$ cat src/rtl/mcell_pkg.sv
package mcell_pkg;

    typedef enum logic [1:0] {
        MODE_COMB  = 2'b00,
        MODE_DFF   = 2'b01,
        MODE_TFF   = 2'b10,
        MODE_LATCH = 2'b11
    } store_mode_e;

    typedef enum logic [1:0] {
        OE_GLOBAL = 2'b00,
        OE_PTERM  = 2'b01,
        OE_CELL   = 2'b10,
        OE_ON     = 2'b11
    } oe_src_e;

    // Width-independent configuration fields of one cell.
    typedef struct packed {
        store_mode_e mode;
        logic        dsrc_pin;
        logic        ckinv;
        logic        dual;
        logic        init;
        logic        gsr_en;
        logic        gsr_set;
        oe_src_e     oesel;
    } cell_cfg_t;

    // Next stored value when no forcing input is active.
    function automatic logic next_bit(store_mode_e m, logic cur, logic d,
                                      logic hit, logic gate_open, logic en);
        logic nxt;
        nxt = cur;
        unique case (m)
            MODE_DFF:   if (hit && en) nxt = d;
            MODE_TFF:   if (hit && en && d) nxt = ~cur;
            MODE_LATCH: if (gate_open && en) nxt = d;
            default:    nxt = cur;
        endcase
        return nxt;
    endfunction

endpackage

$ cat src/rtl/mcell_cfg_reg.sv
module mcell_cfg_reg
    import mcell_pkg::*;
#(
    parameter int CKSEL_W = 2,
    parameter int GOE_W   = 1
) (
    input  logic               clk,
    input  logic               rst,
    input  cell_cfg_t          cfg_in,
    input  logic [CKSEL_W-1:0] cksel_in,
    input  logic [GOE_W-1:0]   goe_idx_in,
    output cell_cfg_t          cfg_q,
    output logic [CKSEL_W-1:0] cksel_q,
    output logic [GOE_W-1:0]   goe_idx_q
);

    always_ff @(posedge clk) begin
        if (rst) begin
            cfg_q     <= cfg_in;
            cksel_q   <= cksel_in;
            goe_idx_q <= goe_idx_in;
        end
    end

endmodule

$ cat src/rtl/mcell_clk_sel.sv
module mcell_clk_sel #(
    parameter int NUM_GCK = 3,
    parameter int CKSEL_W = 2
) (
    input  logic               clk,
    input  logic               rst,
    input  logic [NUM_GCK-1:0] gclk,
    input  logic               pt_clk,
    input  logic [CKSEL_W-1:0] cksel_raw,
    input  logic               ckinv_raw,
    input  logic [CKSEL_W-1:0] cksel,
    input  logic               ckinv,
    input  logic               dual,
    output logic               hit,
    output logic               gate_open
);

    logic raw_lvl, raw_pre, lvl, pre_lvl, prev_lvl, rise, fall;

    always_comb begin
        raw_lvl = pt_clk;
        raw_pre = pt_clk;
        for (int i = 0; i < NUM_GCK; i++) begin
            if (cksel == CKSEL_W'(i))     raw_lvl = gclk[i];
            if (cksel_raw == CKSEL_W'(i)) raw_pre = gclk[i];
        end
    end

    assign lvl     = raw_lvl ^ ckinv;
    assign pre_lvl = raw_pre ^ ckinv_raw;

    // During reset the history follows the configuration being loaded,
    // so the first cycle after reset sees no false edge.
    always_ff @(posedge clk) begin
        if (rst) prev_lvl <= pre_lvl;
        else     prev_lvl <= lvl;
    end

    assign rise      = lvl & ~prev_lvl;
    assign fall      = ~lvl & prev_lvl;
    assign hit       = dual ? (rise | fall) : rise;
    assign gate_open = lvl;

endmodule

$ cat src/rtl/mcell_core.sv
module mcell_core
    import mcell_pkg::*;
(
    input  logic        clk,
    input  logic        rst,
    input  logic        init_raw,
    input  store_mode_e mode,
    input  logic        en,
    input  logic        d,
    input  logic        hit,
    input  logic        gate_open,
    input  logic        force_set,
    input  logic        force_clr,
    output logic        st
);

    always_ff @(posedge clk) begin
        if (rst)            st <= init_raw;
        else if (force_clr) st <= 1'b0;
        else if (force_set) st <= 1'b1;
        else                st <= next_bit(mode, st, d, hit, gate_open, en);
    end

endmodule

$ cat src/rtl/mcell_store.sv
module mcell_store
    import mcell_pkg::*;
#(
    parameter int  NUM_GCK = 3,
    parameter int  NUM_GOE = 2,
    localparam int CKSEL_W = $clog2(NUM_GCK + 1),
    localparam int GOE_W   = (NUM_GOE > 1) ? $clog2(NUM_GOE) : 1
) (
    input  logic               clk,
    input  logic               rst,
    input  logic [1:0]         cfg_mode,
    input  logic               cfg_dsrc,
    input  logic [CKSEL_W-1:0] cfg_cksel,
    input  logic               cfg_ckinv,
    input  logic               cfg_dual,
    input  logic               cfg_init,
    input  logic               cfg_gsr_en,
    input  logic               cfg_gsr_set,
    input  logic [1:0]         cfg_oesel,
    input  logic [GOE_W-1:0]   cfg_goe_idx,
    input  logic               pt_sum,
    input  logic               pin_in,
    input  logic [NUM_GCK-1:0] gclk,
    input  logic               pt_clk,
    input  logic               pt_ce,
    input  logic               lset,
    input  logic               lrst,
    input  logic               gsr,
    input  logic [NUM_GOE-1:0] goe,
    input  logic               pt_oe,
    input  logic               mc_oe,
    output logic               q,
    output logic               oe
);

    cell_cfg_t          cfg_raw, cfg_q;
    logic [CKSEL_W-1:0] cksel_q;
    logic [GOE_W-1:0]   goe_idx_q;
    logic               hit, gate_open, d_sel, st;
    logic               force_set, force_clr, goe_pick;

    always_comb begin
        cfg_raw.mode     = store_mode_e'(cfg_mode);
        cfg_raw.dsrc_pin = cfg_dsrc;
        cfg_raw.ckinv    = cfg_ckinv;
        cfg_raw.dual     = cfg_dual;
        cfg_raw.init     = cfg_init;
        cfg_raw.gsr_en   = cfg_gsr_en;
        cfg_raw.gsr_set  = cfg_gsr_set;
        cfg_raw.oesel    = oe_src_e'(cfg_oesel);
    end

    mcell_cfg_reg #(.CKSEL_W(CKSEL_W), .GOE_W(GOE_W)) u_cfg (
        .clk        (clk),
        .rst        (rst),
        .cfg_in     (cfg_raw),
        .cksel_in   (cfg_cksel),
        .goe_idx_in (cfg_goe_idx),
        .cfg_q      (cfg_q),
        .cksel_q    (cksel_q),
        .goe_idx_q  (goe_idx_q)
    );

    mcell_clk_sel #(.NUM_GCK(NUM_GCK), .CKSEL_W(CKSEL_W)) u_clk (
        .clk       (clk),
        .rst       (rst),
        .gclk      (gclk),
        .pt_clk    (pt_clk),
        .cksel_raw (cfg_cksel),
        .ckinv_raw (cfg_ckinv),
        .cksel     (cksel_q),
        .ckinv     (cfg_q.ckinv),
        .dual      (cfg_q.dual),
        .hit       (hit),
        .gate_open (gate_open)
    );

    assign d_sel     = cfg_q.dsrc_pin ? pin_in : pt_sum;
    assign force_clr = lrst | (gsr & cfg_q.gsr_en & ~cfg_q.gsr_set);
    assign force_set = lset | (gsr & cfg_q.gsr_en & cfg_q.gsr_set);

    mcell_core u_core (
        .clk       (clk),
        .rst       (rst),
        .init_raw  (cfg_init),
        .mode      (cfg_q.mode),
        .en        (pt_ce),
        .d         (d_sel),
        .hit       (hit),
        .gate_open (gate_open),
        .force_set (force_set),
        .force_clr (force_clr),
        .st        (st)
    );

    assign q = (cfg_q.mode == MODE_COMB) ? d_sel : st;

    always_comb begin
        goe_pick = goe[0];
        for (int i = 0; i < NUM_GOE; i++)
            if (goe_idx_q == GOE_W'(i)) goe_pick = goe[i];
    end

    always_comb begin
        unique case (cfg_q.oesel)
            OE_GLOBAL: oe = goe_pick;
            OE_PTERM:  oe = pt_oe;
            OE_CELL:   oe = mc_oe;
            default:   oe = 1'b1;
        endcase
    end

endmodule

$ cat config.mk
export PLATFORM = sky130hd
export DESIGN_NAME = mcell_store
export DESIGN_NICKNAME = d
export VERILOG_FILES = /design/src/rtl/mcell_pkg.sv /design/src/rtl/mcell_cfg_reg.sv /design/src/rtl/mcell_clk_sel.sv /design/src/rtl/mcell_core.sv /design/src/rtl/mcell_store.sv
export SDC_FILE = /design/constraint.sdc
export NUM_CORES = 1
export LEC_CHECK = 0
export ABC_AREA = 1
export BUFFER_PORTS_ARGS = -buffer_cell sky130_fd_sc_hd__buf_2
export CAP_MARGIN = 40
export CORE_MARGIN = 10
export CORE_UTILIZATION = 48
export CTS_BUF_LIST = sky130_fd_sc_hd__clkbuf_16
export CTS_CLUSTER_DIAMETER = 200
export DETAILED_ROUTE_END_ITERATION = 12
export HOLD_SLACK_MARGIN = 0.12
export MAX_ROUTING_LAYER = met4
export PLACE_DENSITY = 0.88
export SETUP_SLACK_MARGIN = 0.3
export SKIP_CTS_REPAIR_TIMING = 1
export SYNTH_ARGS = -nofsm -noshare
export SYNTH_HDL_FRONTEND = slang
export SYNTH_HIERARCHICAL = 1
export SYNTH_SLANG_ARGS = --single-unit
export TNS_END_PERCENT = 5
$ cat constraint.sdc
create_clock -name clk -period 2 [get_ports clk]
set_input_delay 0.4 -clock clk [delete_from_list [all_inputs] [get_ports clk]]
set_output_delay 0.4 -clock clk [all_outputs]
set_load 0.01 [all_outputs]
-- Yosys cells after proc, flatten, opt, wreduce, memory -nomap -nowiden
Cells that the tools add are included.
- add/subtract/negate cells: 0
- $mul: 0
- divide/modulo/power cells: 0
- $lt $le $gt $ge: 0
- eq/ne operators: 12
- shifts and indexed selects: 0
- mux-type cells: 19
- bitwise logic cells: 14
- reductions and logical operators: 9
- operators by type and width (operator ; number):
    2-to-1 mux 1 bit ; 17
    inequality test 5 x 4 -> 1 bit, second input constant ; 3
    equality test 2 bit, second input constant ; 5
    equality test 2 x 1 -> 1 bit, second input constant ; 4
    logical NOT 2 bit ; 4
    case mux 1 bit (3 select lines) ; 2
    nonzero test 6 bit ; 1
    AND 1 bit ; 5
    inverter 1 bit ; 4
    AND reduction 4 bit ; 1
    logical AND 1 bit ; 3
    bitwise OR 1 bit ; 3
    bitwise XOR 1 bit ; 2
- bits in registers: 14
- bits in latches: 0
- bits in writable memories: 0
- bits in read-only memories: 0
- bits of input ports: 29
- output and inout bits: 2
- word-level logic and storage cells: 65
- memories kept: 0

-- Depth between registers and ports, before layout
Gate-level depths: netlist (run 1).
- depth after elaboration: 16
- mapped depth: 13

-- Cells and area by module
The synthesis (run 1) kept the hierarchy.
- by module, submodules not included (module ; instances ; cells each ; area each (um2) ; seq. area each (um2)):
    mcell_cfg_reg ; 1 ; 13 ; 390.4 ; 390.4
    mcell_clk_sel ; 1 ; 35 ; 192.7 ; 20.0
    mcell_core ; 1 ; 28 ; 162.7 ; 30.0
    mcell_store ; 1 ; 29 ; 122.6 ; 0.0

-- Least setup slack after synthesis (run 1)
Ideal clock, no wire load.
- path kind: reg2reg
- start point: register u_cfg.cksel_q[1]
- end point: register u_core.st, enable pin
- library setup time: 291 ps
- arrival: 1454 ps
- required time: 1709 ps
- setup slack: 255 ps
- cell stages (with the launch flop): 12
- buffers on the path: 0
- cell sequence: edfxtp_1 inv_2 nand2_2 nand3_2 nand3_1 and2_1 ha_1 a21oi_1 nand2_1 o21ai_0 nand3_1 nand2_1
- word-level cells in the longest chain between the ends: 13
- elaborated cells between the ends (all ways): 19
- classes of those cells: eq/ne (5); mux (4); bitwise (5); reduce/logical (5)
- RTL lines (item ; RTL line ; source):
    start: declaration ; mcell_cfg_reg.sv:13 ; output logic [CKSEL_W-1:0] cksel_q,
    start signal: assignment ; mcell_cfg_reg.sv:20 ; cksel_q <= cksel_in;
    logical NOT 2 bit ; mcell_clk_sel.sv:24 ; if (cksel == CKSEL_W'(i)) raw_lvl = gclk[i];
    2-to-1 mux 1 bit (2 in series) ; mcell_clk_sel.sv:24 ;
    2-to-1 mux 1 bit (*) ; mcell_clk_sel.sv:24 ;
    bitwise XOR 1 bit (*) ; mcell_clk_sel.sv:29 ; assign lvl = raw_lvl ^ ckinv;
    inverter 1 bit ; mcell_clk_sel.sv:40 ; assign fall = ~lvl & prev_lvl;
    AND 1 bit ; mcell_clk_sel.sv:40 ;
    bitwise OR 1 bit ; mcell_clk_sel.sv:41 ; assign hit = dual ? (rise | fall) : rise;
    2-to-1 mux 1 bit (*) ; mcell_clk_sel.sv:41 ;
    net hit ; mcell_store.sv:39 ; logic hit, gate_open, d_sel, st;
    logical AND 1 bit (*) ; mcell_pkg.sv:35, mcell_pkg.sv:36 ;
    logical AND 1 bit ; mcell_pkg.sv:36 ; MODE_TFF: if (hit && en && d) nxt = ~cur;
    inequality test 5 x 4 -> 1 bit (no source line) ; n/a ;
    AND reduction 4 bit (no source line) (*) ; n/a ;
    end signal: assignment ; mcell_core.sv:18 ; if (rst) st <= init_raw;
    end signal: assignment ; mcell_core.sv:21 ; else st <= next_bit(mode, st, d, hit, gate_open, en);
    end: declaration ; mcell_core.sv:14 ; output logic st
The timed path passes the listed nets; every way through them passes the cells marked *.
A chain may end at the register's enable or synchronous reset.

-- Worst setup path after layout (run 1)
Ends and elaborated chain as after synthesis.

==> results of run 1 <==
==> flip-flops by register name, summed over array words and instances, names as in the netlist <==
signal,flops
u_cfg/cfg_q,9
u_cfg/cksel_q,2
u_cfg/goe_idx_q,1
u_clk/prev_lvl,1
u_core/st,1
==> critical path: stages, from the launching register on <==
cell and delay (ps):
edfxtp_1 410, inv_2 90, nand2_2 50, nand3_2 90
nand3_2 90, and2_4 170, ha_4 230, a21oi_2 120
nand2_1 70, o21ai_2 60, nand3_1 100, nand2_1 70
==> layer usage <==
| layer | track usage [%] | vias to the layer above | part of all wire (%) |
|---|---|---|---|
| met5 | - | - | 0 |
| met3 | 3.05 | 5 | 6.1 |
| met2 | 16.7 | 23 | 50 |
| met1 | 11.0 | 316 | 42 |
| met4 | 6.37 | 0 | 2.2 |
| li1 | - | 389 | - |
==> per-stage QoR <==
stage | hold WS, ps | worst slack (ps) | power (mW) | instance area [um^2]
2_1_floorplan | 499 | 267 | 0.451 | 843
3_3_place_gp | 577 | 138 | 0.498 | 1010
3_5_place_dp | 579 | 70.5 | 0.510 | 1010
4_1_cts | 326 | 97.6 | 0.892 | 1090
5_1_grt | 325 | 100 | 0.951 | 1120
6_report | 331 | 166 | 0.896 | 1120
==> where the power goes <==
group | total (mW) | internal [mW] | switching [mW]
Sequential | 0.365 | 0.350 | 0.0151
Combinational | 0.160 | 0.0753 | 0.0844
Clock | 0.371 | 0.263 | 0.108
==> final timing paths <==
check                                                start                       end  slack, ps  cells after the start
worst max register to register  u_cfg/cksel_q[1]$_DFFE_PP_       u_core/st$_DFFE_PP_        170                     11
worst min-delay path                           cfg_mode[1]  u_cfg/cfg_q[9]$_DFFE_PP_        330                      1
worst min register to register    u_cfg/cfg_q[6]$_DFFE_PP_    u_clk/prev_lvl$_DFF_P_        630                      3
worst max-delay path            u_cfg/cksel_q[1]$_DFFE_PP_       u_core/st$_DFFE_PP_        170                     11
==> area by class of cell <==
cell class	instances	area share, %
flip-flops and latches	14	36.8
multi-input cells	65	32.4
repair buffers	30	13.5
inverters	25	8.41
clock buffers	3	6.73
well taps	17	1.91
clock inverters	1	0.336
==> reports/results.tsv, run 1 <==
stage	metric	value	unit
power_and_ir_drop	worst vdd ir	0.000598	V
final_layout	area occupied by multi-input gates	362	um^2
timing	Fmax	545	MHz
global_routing	first-pass GRT wire length	2.86	mm
clock_tree	clock buffer depth	2	
die	Die Span Y	61.8	um
global_routing	Total GRT Usage	10.4	%
route	Detailed Routing Iterations Pass 1	4	
global_routing	largest net degree at the start of global routing	18	
final_layout	Syn-to-layout area delta	33.1	%
clock_tree	CTS tree	yes	
timing	setup TNS	0	ps
route	WL final	1.80	mm
logic_synthesis	Mapped Cells	104	
die	Starting Density	49.6	%
final_layout	Fill cells	143	
final_layout	most common cell after layout, fill and taps aside	nand2_1	
route	# DRC	0	
die	Core Footprint	1690	um^2
final_layout	nets	172	
logic_synthesis	post-synth net total	137	
final_layout	fraction of layout cells with a size suffix above 1	32.6	%
die	Die Wd	61.8	um
timing	Relative slew margins	76.8	%
clock_tree	TritonCTS Buffers	3	
clock_tree	clock sinks	14	
clock_tree	H-tree depth	1	
timing	RSZ-0062 raised after global routing	true	
die	IO Pins	31	
global_routing	initial antenna violation count	0	
job	Max-cap violations	0	
logic_synthesis	Synth Cell Area	838	um^2
critical_path	CP required	1960	ps
clock_tree	Clk pin slew, worst setup/hold paths	40	ps
placement	IO buf count	30	
timing	Slew @ Worst Pin	348	ps
run_status	status	finished clean	
timing	final setup vio count	0	
critical_path	critical path class	register to register	
logic_synthesis	synth warn	6	
critical_path	Worst setup EP type	register	
min_path	HP Class	primary input to register	
clock_tree	clk_lat worst skew	240	ps
die	# rows	15	
placement	GP Congestion	0.717	
logic_synthesis	Mapped Avg Cell Area	8.06	um^2
route	Vias/cell	4.73	
die	die footprint	3820	um^2
timing	max-slew violation total from the final report	0	
power_and_ir_drop	PD cells	803	nW/um^2
placement	HPWL Detailed	1.44	mm
route	DR WL/cell	11.6	um
final_layout	commonest non-fill, non-tap cells in the layout	nand2_1 (31), buf_2 (30), inv_1 (25), edfxtp_1 (13), nand3_1 (8)	
final_layout	Non-Filler Instances	155	
final_layout	Storage cell area	410	um^2
final_layout	ant diodes	0	
global_routing	total gr overflow	0	
route	number of DRC markers in iteration 0	18	
power_and_ir_drop	LEAKAGE	0.608	nW
placement	Placed Cells	151	
critical_path	CP max FO	3	
timing	final-report hold violation count	0	
critical_path	worst path arrival time	1790	ps
timing	Final Cycle Share	91.7	%
clock_tree	Clock Tree Root	clkbuf_16	
route	via count	733	
timing	fin crit period	1830	ps
critical_path	nature of the critical path startpoint	register	
global_routing	vias in the first global route	759	
timing	skew final	1.80	ps
route	post-route antenna net violation count	0	
final_layout	Layout Utilization	66.1	%
No activity file was read; power rests on OpenSTA's default activity.
==> inputs of run 2 (changes only) <==
--- a/config.mk
+++ b/config.mk
@@ -15,9 +15,10 @@
 export DETAILED_ROUTE_END_ITERATION = 12
 export HOLD_SLACK_MARGIN = 0.12
 export MAX_ROUTING_LAYER = met4
-export PLACE_DENSITY = 0.88
+export PLACE_DENSITY = 0.78
 export SETUP_SLACK_MARGIN = 0.3
 export SKIP_CTS_REPAIR_TIMING = 1
+export SLEW_MARGIN = 15
 export SYNTH_ARGS = -nofsm -noshare
 export SYNTH_HDL_FRONTEND = slang
 export SYNTH_HIERARCHICAL = 1
==> reports/results.tsv, run 2 (same netlist as run 1, synthesis figures left out) <==
stage	metric	value	unit	change
global_routing	met3 usage in global routing	3.86	%	was 3.05%
final_layout	nets	172		unchanged
global_routing	Most Used Layer, Global Route	met2		unchanged
route	# DRC	0		unchanged
critical_path	worst path arrival time	1800	ps	was 1790 ps
final_layout	Non-Filler Instances	155		unchanged
clock_tree	Clk pin slew, worst setup/hold paths	50	ps	was 40 ps
final_layout	Syn-to-layout area delta	32.7	%	was 33.1%
timing	setup TNS	0	ps	unchanged
clock_tree	CTS tree	yes		unchanged
placement	GP Congestion	0.730		was 0.717
critical_path	Largest stage delay, worst path	410	ps	about the same
clock_tree	clock buffer depth	2		unchanged
timing	Relative slew margins	76.2	%	was 76.8%
clock_tree	H-tree depth	1		unchanged
global_routing	met1 Resource Use GR	10.4	%	was 11.0%
power_and_ir_drop	switching share of power	23.1	%	about the same
final_layout	fraction of layout cells with a size suffix above 1	31.9	%	was 32.6%
power_and_ir_drop	clock network power share	41.5	%	was 41.4%
global_routing	met2 global-route usage	17.4	%	was 16.7%
die	IO Pins	31		unchanged
placement	Placed Cells	151		unchanged
critical_path	critical path class	register to register		unchanged
die	Core Footprint	1690	um^2	unchanged
run_status	status	finished clean		unchanged
power_and_ir_drop	PD cells	804	nW/um^2	was 803 nW/um^2
timing	final-report hold violation count	0		unchanged
route	Detailed Routing Iterations Pass 1	4		unchanged
global_routing	Total GRT Usage	10.9	%	was 10.4%
placement	IO buf count	30		unchanged
power_and_ir_drop	Combinational Power Share	17.6	%	was 17.8%
global_routing	largest net degree at the start of global routing	18		unchanged
route	post-route antenna net violation count	0		unchanged
power_and_ir_drop	worst vdd ir	0.000762	V	was 0.000598 V
min_path	HP Class	primary input to register		unchanged
job	Max-cap violations	0		unchanged
timing	Slew @ Worst Pin	357	ps	was 348 ps
clock_tree	clock sinks	14		unchanged
power_and_ir_drop	Reg power frac	40.8	%	was 40.7%
clock_tree	clk_lat worst skew	240	ps	about the same
route	DR WL/cell	11.8	um	was 11.6 um
final_layout	most common cell after layout, fill and taps aside	nand2_1		unchanged
final_layout	ant diodes	0		unchanged
die	Die Wd	61.8	um	unchanged
route	number of DRC markers in iteration 0	22		was 18
global_routing	total gr overflow	0		unchanged
timing	max-slew violation total from the final report	0		unchanged
final_layout	Top Registers	u_cfg/cfg_q x9, u_cfg/cksel_q x2		unchanged
placement	HPWL Detailed	1.35	mm	was 1.44 mm
route	WL final	1.83	mm	was 1.80 mm
route	Vias/cell	4.71		was 4.73
timing	fin crit period	1840	ps	was 1830 ps
die	# rows	15		unchanged
global_routing	first-pass GRT wire length	2.90	mm	was 2.86 mm
timing	final worst setup slack	162	ps	was 166 ps
power_and_ir_drop	LEAKAGE	0.607	nW	was 0.608 nW
critical_path	Worst setup EP type	register		unchanged
timing	RSZ-0062 raised after global routing	true		unchanged
critical_path	most used cell along the critical path	nand2_1		
final_layout	max FFs per register	9		unchanged
critical_path	slowest cell on the critical path	edfxtp_1		unchanged
critical_path	cell breakdown of the critical path	nand2_1 -> nand3_2 -> nand2_2 -> nand2_2 -> and2_4 -> ha_4 -> a21oi_2 -> nand2_1 -> o21ai_1 -> nand3_1 -> nand2_1		was inv_2 -> nand2_2 -> nand3_2 -> nand3_2 -> and2_4 -> ha_4 -> a21oi_2 -> nand2_1 -> o21ai_2 -> nand3_1 -> nand2_1
power_and_ir_drop	internal power	0.688	mW	was 0.689 mW
final_layout	Reg with most FFs	u_cfg/cfg_q		unchanged
global_routing	vias in the first global route	745		was 759
clock_tree	TritonCTS Buffers	3		unchanged
die	Starting Density	49.6	%	unchanged
critical_path	nature of the critical path startpoint	register		unchanged
timing	Final Cycle Share	91.9	%	was 91.7%
power_and_ir_drop	Sw Pwr	0.207	mW	about the same
global_routing	initial antenna violation count	0		unchanged
timing	Fmax	544	MHz	was 545 MHz
timing	skew final	4.39	ps	was 1.80 ps
final_layout	Layout Utilization	65.9	%	was 66.1%
die	die footprint	3820	um^2	unchanged
route	via count	730		was 733
critical_path	CP required	1960	ps	about the same
clock_tree	Clock Tree Root	clkbuf_16		unchanged
placement	Setup WS pre-CTS	80.4	ps	was 70.5 ps
die	Die Span Y	61.8	um	unchanged
timing	final setup vio count	0		unchanged
final_layout	commonest non-fill, non-tap cells in the layout	nand2_1 (31), buf_2 (30), inv_1 (25), edfxtp_1 (13), nand3_1 (8)		unchanged
critical_path	CP max FO	3		unchanged
-- run 2: cell counts in the layout (fill, tap and decap cells not counted) --
Identical to the previous run, type by type.
-- run 2: worst paths after layout --
path / start / to / slack (ps) / cells after the start
min reg2reg: u_cfg/cfg_q[6]$_DFFE_PP_ / u_clk/prev_lvl$_DFF_P_ / 620 / 4
min: cfg_gsr_set / u_cfg/cfg_q[2]$_DFFE_PP_ / 330 / 1
max reg2reg: u_cfg/cksel_q[1]$_DFFE_PP_ / u_core/st$_DFFE_PP_ / 160 / 11
max: u_cfg/cksel_q[1]$_DFFE_PP_ / u_core/st$_DFFE_PP_ / 160 / 11
-- run 2: power groups by stage --
stage	registers, mW	clock network (mW)	logic, mW
6_report	0.365	0.372	0.158
3_5_place_dp	0.370	0	0.138
5_1_grt	0.370	0.404	0.179
4_1_cts	0.365	0.385	0.140
2_1_floorplan	0.366	0	0.0850
3_3_place_gp	0.369	0	0.131
-- run 2: area by class of cell --
type	count	area (um^2)
clock buffer	3	75.1
clock inverter	1	3.75
fill	147	577
inverter	25	93.8
multi-input combinational	65	358
sequential	14	410
tap	17	21.3
timing repair buffer	30	150
-- run 2: stage by stage --
step	area (um^2)	hold slack, ps	power, mW
2_1_floorplan	843	499	0.451
3_3_place_gp	1010	576	0.499
3_5_place_dp	1010	579	0.508
4_1_cts	1090	324	0.890
5_1_grt	1110	323	0.952
6_report	1110	330	0.895
-- run 2: metal layers --
layer  vias to the layer above  wire length (um)  share of wire (%)
met2                        24               898                 49
met4                         0                65                3.6
li1                        388                 -                  -
met5                         -                 0                  0
met3                         6               110                6.0
met1                       312               753                 41
-- run 2: worst max-delay path, delay by kind of cell, from the launching register on --
kind            cells  cell delay, ps
flops               1             410
compound gates      2             210
fa+ha+maj           1             210
simple gates        8             720
==> inputs of run 3 (changes only) <==
--- a/config.mk
+++ b/config.mk
@@ -7,20 +7,19 @@
 export LEC_CHECK = 0
 export ABC_AREA = 1
 export BUFFER_PORTS_ARGS = -buffer_cell sky130_fd_sc_hd__buf_2
-export CAP_MARGIN = 40
+export CAP_MARGIN = 10
 export CORE_MARGIN = 10
-export CORE_UTILIZATION = 48
+export CORE_UTILIZATION = 45
 export CTS_BUF_LIST = sky130_fd_sc_hd__clkbuf_16
-export CTS_CLUSTER_DIAMETER = 200
+export CTS_CLUSTER_DIAMETER = 30
 export DETAILED_ROUTE_END_ITERATION = 12
 export HOLD_SLACK_MARGIN = 0.12
 export MAX_ROUTING_LAYER = met4
-export PLACE_DENSITY = 0.78
+export PLACE_DENSITY = 0.76
 export SETUP_SLACK_MARGIN = 0.3
 export SKIP_CTS_REPAIR_TIMING = 1
 export SLEW_MARGIN = 15
 export SYNTH_ARGS = -nofsm -noshare
 export SYNTH_HDL_FRONTEND = slang
-export SYNTH_HIERARCHICAL = 1
 export SYNTH_SLANG_ARGS = --single-unit
 export TNS_END_PERCENT = 5
==> reports/results.tsv, run 3 <==
stage	metric	value	unit	change
run_status	status	finished clean		unchanged
route	DR WL/cell	12.6	um	was 11.8 um
logic_synthesis	asr flop ratio synth	0	%	
placement	HPWL Detailed	1.37	mm	was 1.35 mm
route	# DRC	0		unchanged
logic_synthesis	post-synthesis xor/xnor area fraction	0	%	
die	Starting Density	48.2	%	was 49.6%
critical_path	critical path class	register to register		unchanged
route	M1 WL	671	um	was 753 um
timing	Slew @ Worst Pin	333	ps	was 357 ps
critical_path	FF-to-FF path depth	12		was 11
min_path	HP Class	primary input to register		unchanged
min_path	hold depth	1		unchanged
die	# rows	14		was 15
power_and_ir_drop	Reg power frac	41.6	%	was 40.8%
final_layout	commonest non-fill, non-tap cells in the layout	buf_2 (30), nand2_1 (18), edfxtp_1 (13), inv_1 (12), nor2_1 (8)		was nand2_1 (31), buf_2 (30), inv_1 (25), edfxtp_1 (13), nand3_1 (8)
critical_path	Worst setup EP type	register		unchanged
timing	skew final	2.13	ps	was 4.39 ps
logic_synthesis	post-synth net total	113		was 137
route	WL final	1.69	mm	was 1.83 mm
logic_synthesis	post-synthesis compound-gate area fraction	6.47	%	
final_layout	Storage cell area	410	um^2	unchanged
clock_tree	H-tree depth	1		unchanged
global_routing	largest net degree at the start of global routing	16		was 18
final_layout	area occupied by multi-input gates	323	um^2	was 358 um^2
die	Die Span Y	60.4	um	was 61.8 um
logic_synthesis	post-synthesis mux area share	2.90	%	
timing	final-report hold violation count	0		unchanged
logic_synthesis	largest family of logic cells by synthesized area	simple AND/OR/NAND/NOR gates		
final_layout	max FFs per register	9		unchanged
route	Vias/cell	5.03		was 4.71
logic_synthesis	top cell type's share of synthesized area	53.2	%	
global_routing	first-pass GRT wire length	2.78	mm	was 2.90 mm
power_and_ir_drop	internal power	0.682	mW	was 0.688 mW
critical_path	nature of the critical path startpoint	register		unchanged
logic_synthesis	top_reg_cell synth	edfxtp_1		
timing	final setup vio count	0		unchanged
route	Detailed Routing Iterations Pass 1	4		unchanged
clock_tree	Clock Tree Root	clkbuf_16		unchanged
logic_synthesis	Netlist cell types	18		
clock_tree	Clk pin slew, worst setup/hold paths	50	ps	about the same
global_routing	initial antenna violation count	0		unchanged
placement	IO buf count	30		unchanged
die	die footprint	3650	um^2	was 3820 um^2
critical_path	CP required	1950	ps	was 1960 ps
die	Core Footprint	1520	um^2	was 1690 um^2
logic_synthesis	Synth area leaders	edfxtp_1 (53%), nand2_1 (12%), nand3_1 (6.8%), inv_1 (6.6%), nor2_1 (4.1%)		
clock_tree	CTS tree	yes		unchanged
final_layout	Fill cells	121		was 147
die	IO Pins	31		unchanged
timing	fin crit period	1810	ps	was 1840 ps
logic_synthesis	area leader, netlist	edfxtp_1		
final_layout	fraction of layout cells with a size suffix above 1	41.5	%	was 31.9%
critical_path	worst path arrival time	1760	ps	was 1800 ps
route	Max Used Layer	met4		unchanged
final_layout	ant diodes	0		unchanged
power_and_ir_drop	switching share of power	22.3	%	was 23.1%
die	Die Wd	60.4	um	was 61.8 um
power_and_ir_drop	Combinational Power Share	15.7	%	was 17.6%
logic_synthesis	synth warn	0		was 6
power_and_ir_drop	clock network power share	42.8	%	was 41.5%
timing	Fmax	552	MHz	was 544 MHz
timing	RSZ-0062 raised after global routing	true		unchanged
logic_synthesis	adder-cell share of the synthesized area	1.70	%	
timing	Final Cycle Share	90.6	%	was 91.9%
logic_synthesis	most common cell in the netlist	nand2_1		
final_layout	Syn-to-layout area delta	41.4	%	was 32.7%
power_and_ir_drop	LEAKAGE	0.513	nW	was 0.607 nW
timing	Relative slew margins	77.6	%	was 76.2%
clock_tree	TritonCTS Buffers	3		unchanged
timing	max-slew violation total from the final report	0		unchanged
clock_tree	clk_lat worst skew	240	ps	about the same
route	number of DRC markers in iteration 0	12		was 22
final_layout	most common cell after layout, fill and taps aside	buf_2		was nand2_1
logic_synthesis	Post-Synth Simple-Gate Area	26.4	%	
global_routing	total gr overflow	0		unchanged
route	WL met3	133	um	was 110 um
critical_path	CP max FO	3		unchanged
final_layout	design area	1040	um^2	was 1110 um^2
clock_tree	clock sinks	14		unchanged
global_routing	Total GRT Usage	10.2	%	was 10.9%
logic_synthesis	Synth Cell Area	734	um^2	was 838 um^2
final_layout	Reg with most FFs	u_cfg.cfg_q		was u_cfg/cfg_q
logic_synthesis	Mapped Avg Cell Area	8.85	um^2	was 8.06 um^2
placement	GP Congestion	0.733		was 0.730
job	Max-cap violations	0		unchanged
final_layout	Top Registers	u_cfg.cfg_q x9, u_cfg.cksel_q x2		was u_cfg/cfg_q x9, u_cfg/cksel_q x2
timing	setup TNS	0	ps	unchanged
final_layout	nets	149		was 172
logic_synthesis	post-synthesis register bit count	14		
placement	placement-stage cell area	932	um^2	was 1010 um^2
clock_tree	clock buffer depth	2		unchanged
route	post-route antenna net violation count	0		unchanged
logic_synthesis	register area share after synthesis	55.9	%	
logic_synthesis	Post-synth EDFFs	13		
logic_synthesis	commonest cells in the synthesized netlist	nand2_1 (23), edfxtp_1 (13), inv_1 (13)		
route	via count	674		was 730
route	DR WL met2	848	um	was 898 um
global_routing	vias in the first global route	721		was 745
power_and_ir_drop	worst vdd ir	0.000729	V	was 0.000762 V
logic_synthesis	Mapped Cells	83		was 104
power_and_ir_drop	Sw Pwr	0.196	mW	was 0.207 mW
power_and_ir_drop	PD cells	845	nW/um^2	was 804 nW/um^2
-- run 3: cell type report --
class                   count  area share, %
clock inverters             1          0.361
multi-input cells          56           31.1
inverters                  13           4.70
clock buffers               3           7.23
well taps                  16           1.93
repair buffers             31           15.2
flip-flops and latches     14           39.5
-- run 3: critical path, cell delays in order (launching register included) --
cell and delay, ps:
edfxtp_1 410, inv_2 100, nand2_2 60, nand3_2 80, nand2_2 60, nand2_2 70
and2_4 150, ha_4 190, nand2_2 60, nand3_2 60, nor2_1 80, nor2_1 40
a21oi_1 150
-- run 3: metrics by stage --
stage	setup WS, ps	hold slack (ps)	cells	utilization, %	total power [mW]
after CTS	167	326	134	66.3	0.875
final	187	329	134	68.1	0.878
after global routing	51.8	327	134	68.1	0.916
after floorplan	306	499	83	-	0.439
after global placement	159	576	130	61.2	0.488
after detailed placement	129	578	130	61.2	0.495
-- run 3: layer usage --
| layer | vias to the layer above | GRT usage (%) |
|---|---|---|
| met5 | - | - |
| met4 | 0 | 4.81 |
| met3 | 5 | 3.97 |
| met2 | 31 | 17.6 |
| met1 | 295 | 9.80 |
| li1 | 343 | - |
-- run 3: kinds of logic (layout without fill, tap and decap cells) --
family,count (synthesis),count (layout)
adder cells (fa/ha/maj),1,1
AND/OR/NAND/NOR,45,45
multiplexers,2,2
flip-flops,14,14
AO/OA/AOI/OAI,8,8
buffers and inverters,13,48
-- run 3: power groups by stage --
stage	registers, mW	clock network, mW	logic (mW)
global route	0.368	0.392	0.156
CTS	0.364	0.383	0.128
global placement	0.367	0	0.121
detailed placement	0.369	0	0.126
floorplan	0.365	0	0.0738
finish	0.365	0.376	0.137
-- run 3: path summary, 6_finish.rpt --
check	endpoint	startpoint	slack (ps)
worst max-delay path	u_core.st$_DFFE_PP_	u_cfg.cksel_q[0]$_DFFE_PP_	190
worst min-delay path	u_cfg.cfg_q[8]$_DFFE_PP_	cfg_mode[0]	330
worst max register to register	u_core.st$_DFFE_PP_	u_cfg.cksel_q[0]$_DFFE_PP_	190
worst min register to register	u_core.st$_DFFE_PP_	u_cfg.cfg_q[3]$_DFFE_PP_	740
